==> src/rtl/dtmf_pkg.sv <==
package dtmf_pkg;
  localparam int ROW_W  = 2;
  localparam int COL_W  = 2;
  localparam int CODE_W = 4;
  localparam int NROWS  = 1 << ROW_W;
  localparam int NCOLS  = 1 << COL_W;
  localparam int NKEYS  = NROWS * NCOLS;

  typedef enum logic [1:0] {
    ST_IDLE  = 2'd0,
    ST_ACQ   = 2'd1,
    ST_VALID = 2'd2,
    ST_REL   = 2'd3
  } steer_state_t;

  // Digit code for one keypad position.
  function automatic logic [CODE_W-1:0] key_code(input logic [ROW_W-1:0] r,
                                                 input logic [COL_W-1:0] c);
    logic [CODE_W-1:0] v;
    if (c == COL_W'(NCOLS - 1)) begin
      v = 4'd13 + {2'b00, r};               // letter column, D wraps to 0
    end else if (r == ROW_W'(NROWS - 1)) begin
      case (c)
        2'd0:    v = 4'd11;                 // star
        2'd1:    v = 4'd10;                 // zero
        default: v = 4'd12;                 // hash
      endcase
    end else begin
      v = ({2'b00, r} * 4'd3) + {2'b00, c} + 4'd1;
    end
    return v;
  endfunction
endpackage

==> src/rtl/dtmf_key_decode.sv <==
module dtmf_key_decode
  import dtmf_pkg::*;
(
  input  logic              tone_present,
  input  logic              inhibit,
  input  logic              pwr_down,
  input  logic [ROW_W-1:0]  row_idx,
  input  logic [COL_W-1:0]  col_idx,
  output logic              accept,
  output logic [CODE_W-1:0] code
);
  localparam int KEY_W = ROW_W + COL_W;

  logic [CODE_W-1:0] rom [NKEYS];
  logic              letter_col;

  for (genvar gi = 0; gi < NKEYS; gi++) begin : g_rom
    assign rom[gi] = key_code(ROW_W'(gi / NCOLS), COL_W'(gi % NCOLS));
  end

  assign letter_col = (col_idx == COL_W'(NCOLS - 1));
  assign accept     = tone_present && !(inhibit && letter_col) && !pwr_down;
  assign code       = rom[KEY_W'({row_idx, col_idx})];
endmodule

==> src/rtl/dtmf_steer_fsm.sv <==
module dtmf_steer_fsm
  import dtmf_pkg::*;
#(
  parameter int CNT_W = 16
) (
  input  logic                   clk,
  input  logic                   rst,
  input  logic                   pwr_down,
  input  logic                   accept,
  input  logic [ROW_W+COL_W-1:0] pair,
  input  logic [CNT_W-1:0]       acq_cycles,
  input  logic [CNT_W-1:0]       rel_cycles,
  output logic                   early_steer,
  output logic                   data_valid,
  output logic                   capture
);
  localparam int PAIR_W = ROW_W + COL_W;

  steer_state_t       st_q;
  logic [CNT_W-1:0]   cnt_q;
  logic [PAIR_W-1:0]  pair_q;
  logic [CNT_W-1:0]   acq_eff, rel_eff;
  logic               same;

  assign acq_eff = (acq_cycles == '0) ? CNT_W'(1) : acq_cycles;
  assign rel_eff = (rel_cycles == '0) ? CNT_W'(1) : rel_cycles;
  assign same    = accept && (pair == pair_q);
  assign capture = (st_q == ST_ACQ) && same && (cnt_q >= acq_eff)
                   && !rst && !pwr_down;

  always_ff @(posedge clk) begin
    if (rst || pwr_down) begin
      st_q        <= ST_IDLE;
      cnt_q       <= '0;
      pair_q      <= '0;
      early_steer <= 1'b0;
      data_valid  <= 1'b0;
    end else begin
      early_steer <= accept;
      case (st_q)
        ST_IDLE: begin
          if (accept) begin
            st_q   <= ST_ACQ;
            pair_q <= pair;
            cnt_q  <= CNT_W'(1);
          end
        end
        ST_ACQ: begin
          if (!accept) begin
            st_q  <= ST_IDLE;
            cnt_q <= '0;
          end else if (pair != pair_q) begin
            pair_q <= pair;
            cnt_q  <= CNT_W'(1);
          end else if (cnt_q >= acq_eff) begin
            st_q       <= ST_VALID;
            cnt_q      <= '0;
            data_valid <= 1'b1;
          end else begin
            cnt_q <= cnt_q + CNT_W'(1);
          end
        end
        ST_VALID: begin
          if (!same) begin
            st_q  <= ST_REL;
            cnt_q <= CNT_W'(1);
          end
        end
        default: begin // ST_REL
          if (same) begin
            st_q  <= ST_VALID;
            cnt_q <= '0;
          end else if (cnt_q >= rel_eff) begin
            st_q       <= ST_IDLE;
            cnt_q      <= '0;
            data_valid <= 1'b0;
          end else begin
            cnt_q <= cnt_q + CNT_W'(1);
          end
        end
      endcase
    end
  end

  p_rise_from_acq_r4: assert property (@(posedge clk) disable iff (rst)
    $rose(data_valid) |-> ($past(st_q) == ST_ACQ));

  p_fall_after_window_r6: assert property (@(posedge clk) disable iff (rst)
    $fell(data_valid) |-> (($past(st_q) == ST_REL) || $past(pwr_down)));

  p_rise_with_est_r3: assert property (@(posedge clk) disable iff (rst)
    $rose(data_valid) |-> early_steer);

  p_pd_quiet_r9: assert property (@(posedge clk) disable iff (rst)
    pwr_down |=> (!data_valid && !early_steer && (st_q == ST_IDLE)));
endmodule

==> src/rtl/dtmf_out_hold.sv <==
module dtmf_out_hold
  import dtmf_pkg::*;
(
  input  logic              clk,
  input  logic              rst,
  input  logic              capture,
  input  logic [CODE_W-1:0] code_in,
  input  logic              out_en,
  output logic [CODE_W-1:0] code_q,
  output logic [CODE_W-1:0] digit_out,
  output logic              bus_drive
);
  always_ff @(posedge clk) begin
    if (rst)          code_q <= '0;
    else if (capture) code_q <= code_in;
  end

  assign bus_drive = out_en;
  assign digit_out = out_en ? code_q : '0;
endmodule

==> src/rtl/dtmf_steer_top.sv <==
module dtmf_steer_top
  import dtmf_pkg::*;
#(
  parameter int CNT_W = 16
) (
  input  logic              clk,
  input  logic              rst,
  input  logic              pwr_down,
  input  logic              inhibit,
  input  logic              tone_present,
  input  logic [1:0]        row_idx,
  input  logic [1:0]        col_idx,
  input  logic [CNT_W-1:0]  acq_cycles,
  input  logic [CNT_W-1:0]  rel_cycles,
  input  logic              out_en,
  output logic              early_steer,
  output logic              data_valid,
  output logic [3:0]        digit_out,
  output logic              bus_drive
);
  logic              accept;
  logic              capture;
  logic [CODE_W-1:0] code_now;
  logic [CODE_W-1:0] code_q;

  dtmf_key_decode u_dec (
    .tone_present (tone_present),
    .inhibit      (inhibit),
    .pwr_down     (pwr_down),
    .row_idx      (row_idx),
    .col_idx      (col_idx),
    .accept       (accept),
    .code         (code_now)
  );

  dtmf_steer_fsm #(.CNT_W(CNT_W)) u_fsm (
    .clk         (clk),
    .rst         (rst),
    .pwr_down    (pwr_down),
    .accept      (accept),
    .pair        ({row_idx, col_idx}),
    .acq_cycles  (acq_cycles),
    .rel_cycles  (rel_cycles),
    .early_steer (early_steer),
    .data_valid  (data_valid),
    .capture     (capture)
  );

  dtmf_out_hold u_out (
    .clk       (clk),
    .rst       (rst),
    .capture   (capture),
    .code_in   (code_now),
    .out_en    (out_en),
    .code_q    (code_q),
    .digit_out (digit_out),
    .bus_drive (bus_drive)
  );

  p_inhibit_blocks_r2: assert property (@(posedge clk) disable iff (rst)
    $rose(data_valid) |-> $past(tone_present && !(inhibit && (col_idx == 2'd3))));

  p_code_hold_r7: assert property (@(posedge clk) disable iff (rst)
    !$rose(data_valid) |-> $stable(code_q));
endmodule

==> config.mk <==
export PLATFORM = sky130hd
export DESIGN_NAME = dtmf_steer_top
export DESIGN_NICKNAME = d
export VERILOG_FILES = /design/src/rtl/dtmf_pkg.sv /design/src/rtl/dtmf_key_decode.sv /design/src/rtl/dtmf_steer_fsm.sv /design/src/rtl/dtmf_out_hold.sv /design/src/rtl/dtmf_steer_top.sv
export SDC_FILE = /design/constraint.sdc
export NUM_CORES = 1
export LEC_CHECK = 0
export CORE_ASPECT_RATIO = 0.7
export CORE_MARGIN = 10
export CORE_UTILIZATION = 47
export DETAILED_ROUTE_END_ITERATION = 10
export PLACE_DENSITY = 0.77
export SYNTH_ARGS = -nofsm -noshare
export SYNTH_HDL_FRONTEND = slang
export SYNTH_SLANG_ARGS = --single-unit
export TNS_END_PERCENT = 50
==> constraint.sdc <==
create_clock -name clk -period 2.66 [get_ports clk]
set_clock_uncertainty 0.2 [all_clocks]
set_input_delay 0.532 -clock clk [delete_from_list [all_inputs] [get_ports clk]]
set_output_delay 0.532 -clock clk [all_outputs]
set_load 0.1 [all_outputs]
==> reports/results.ini <==
[worst_hold_path]
min_path_type=flop to flop

[synth]
synth-edff-count=0
async_reset_ff_share_pct=0
netlist.area_leader.share_pct=22.9
synth_most_common_cell=ha_1
synth_cell_types=57
syn_area_per_cell_um2=8.30
synth_seq_area_share_pct=22.9
ys_ff_latch=28
synthTopCellsByCount=39 x ha_1, 36 x inv_1, 29 x nor2_1
synth_cells=295
synthesis.area_um2=2450
synth.area.top_cells=dfxtp_1 23%, ha_1 20%, inv_1 5.5%
yosys_most_used_dff=dfxtp_1
synth.net_count=376
synth_area_leader_cell=dfxtp_1
yosys_warnings=0

[power_and_ir_drop]
leakagePower_nw=1.65
p_per_area_nw_per_um2=266
power_mw=0.941
ir_worst_vdd_uv=232

[floorplan]
die_area_um2=8540
die_w_um=106
boundaryPins=49
rows=21
initial_core_util_pct=49.8
core_um2=4910
die_y_um=80.4

[timing]
maxSlewViolCount=0
fin_crit_sh_pct=109
relSlewSlack_pct=64.1
grt_setup_unrepaired=yes
period_needed_ns=2.91
setup_violations=23
clock.fmax_mhz=344
layout_setup_ws_ns=-0.250
tightest_slew_ns=0.532
finalHoldViolCount=0

[place]
port_buffers=48
gp_congestion=0.907
dpl-instance-area_um2=3260
dpl.hpwl_mm=5.72

[drt]
vias_per_cell=5.52
ant_nets=0
initialDrtViolationCount=223
drtPass1Iterations=4
wl_per_cell_um=17.2
drt_wl_total_mm=7.70
vias=2467
drc=0

[global_routing]
grt_max_degree=16
grt-ovfl-total=0
grt_pass1_vias=2382
antenna_found_initial=0
grt_util_all_layers_pct=16.4
grt_pass1_wl_mm=11.7

[cells_and_area]
area_delta_synth_final_pct=44.5
antennaDiodeCount=0
nNetsFinal=460
drive_above_1_share_pct=28.8
fill_cells=354
final_core_util_pct=72.0
final_cell_area_um2=3540

[cts]
clk_pin_slew_worst_paths_ns=0.10
cts.sinks=28
root_buffer=clkbuf_8
clock_latency_ns=0.28
postCtsHoldBufs=0
cts_tree=built
cts_made_buffers=3
htreeDepth=1
cts_max_path_buffers=2

[run]
drv_cap=0

[worst_setup_path]
critPathMaxStageDelay_ns=0.34
crit_type=input port to flop
start_kind=input port
slowest_stage=a221o_1
worst-path-max-fanout=7
worstSetupEndpointType=flop
worstPathArrival_ns=2.93
crit_required_ns=2.68
crit_family=compound AO/OA/AOI/OAI gates
worst-path-buf-inv=4
path_cells=buf_8, nor4_4, buf_4, a41o_1, ha_1, nand2b_4, a221o_1, a311oi_2, and3_4, a211oi_4, buf_6, buf_16, nor2_4

[run_status]
violations=setup timing
status=finished, violations left

path summary, 6_finish.rpt:
kind / from / endpoint / slack [ns] / cells past startpoint
worst max register to register: u_fsm.cnt_q[2]$_SDFFE_PP0P_ / u_fsm.cnt_q[14]$_SDFFE_PP0P_ / 0.08 / 9
worst max-delay path: acq_cycles[8] / u_fsm.cnt_q[14]$_SDFFE_PP0P_ / -0.25 / 13
worst min-delay path: u_out.code_q[1]$_SDFFE_PP0P_ / u_out.code_q[1]$_SDFFE_PP0P_ / 0.28 / 2
worst min register to register: u_out.code_q[1]$_SDFFE_PP0P_ / u_out.code_q[1]$_SDFFE_PP0P_ / 0.28 / 2
layer usage:
metal | vias to the layer above | global-route usage, % | wire (um)
met1 | 1177 | 22.6 | 3570
li1 | 1197 | - | -
met2 | 83 | 26.8 | 3640
met4 | 0 | 3.37 | 91
met5 | - | 0 | 0
met3 | 10 | 2.07 | 399
worst reg2reg max path, cell delays in order (launching register included):
cell and delay [ns]:
dfxtp_1 0.47, ha_1 0.29, a21o_1 0.18, a221o_1 0.39, a311oi_2 0.31, and3_4 0.26
a211oi_4 0.05, buf_6 0.14, buf_16 0.15, nor2_4 0.08
where the power goes:
| group | switching, mW | internal [mW] | leakage, nW | total, mW |
|---|---|---|---|---|
| registers | 0.00350 | 0.422 | 0.226 | 0.426 |
| clock network | 0.134 | 0.133 | 0.0288 | 0.266 |
| logic | 0.128 | 0.121 | 1.39 | 0.249 |
final cells by class:
cell class | instances | area (um^2) | share of cell area [%]
Multi-Input combinational cell | 222 | 1920 | 54.4
Timing Repair Buffer | 88 | 777 | 22.0
Clock buffer | 4 | 55.1 | 1.56
Tap cell | 69 | 86.3 | 2.44
Sequential cell | 28 | 561 | 15.8
Inverter | 36 | 135 | 3.82
cell families (layout without fill, tap and decap cells):
logic type / after synthesis / in the layout / share of synthesized area, %
simple gates: 106 / 106 / 23.3
xor+xnor: 19 / 19 / 7.41
flops: 28 / 28 / 22.9
fa+ha+maj: 39 / 39 / 19.9
compound gates: 48 / 48 / 14.5
buf+inv: 45 / 128 / 7.97
mux: 10 / 10 / 4.09
registers in the layout (all words and copies together) (netlist names):
signal and cells:
u_fsm.early_steer 1, u_fsm.pair_q 4, u_fsm.data_valid 1, u_fsm.cnt_q 16
u_fsm.st_q 2, u_out.code_q 4
repair_timing:
item                       CTS  global route
resized for setup           80            55
pin swaps                   25            27
buffers inserted             3             3
setup endpoints to repair   23            23
gates cloned                 1             0
cells in the final DEF (no fill, tap or decap), types with 5 or more instances in the layout:
cell type	netlist	routed
ha_1	39	39
buf_4	2	38
inv_1	36	36
dfxtp_1	28	28
nand2_1	19	19
nor2_1	29	17
nor2_4	0	15
xnor2_1	13	13
clkbuf_2	0	13
mux2i_1	10	10
a21oi_1	9	9
clkdlybuf4s50_1	0	9
dlygate4sd2_1	0	8
nand3_1	6	6
o21ai_0	10	6
and2_1	5	5
nor3_1	7	5
buf_12	0	5
through the flow:
step	std cells	setup WS, ns	hold WS [ns]	TNS (ns)
finish	447	-0.250	0.281	-4.35
global route	447	-0.321	0.321	-5.92
CTS	445	-0.275	0.292	-5.32
detailed placement	437	-1.04	0.266	-21.02
global placement	437	-0.906	0.262	-19.26
floorplan	295	0.0144	0.249	0
Note: power is estimated with default switching activity, not from simulation.
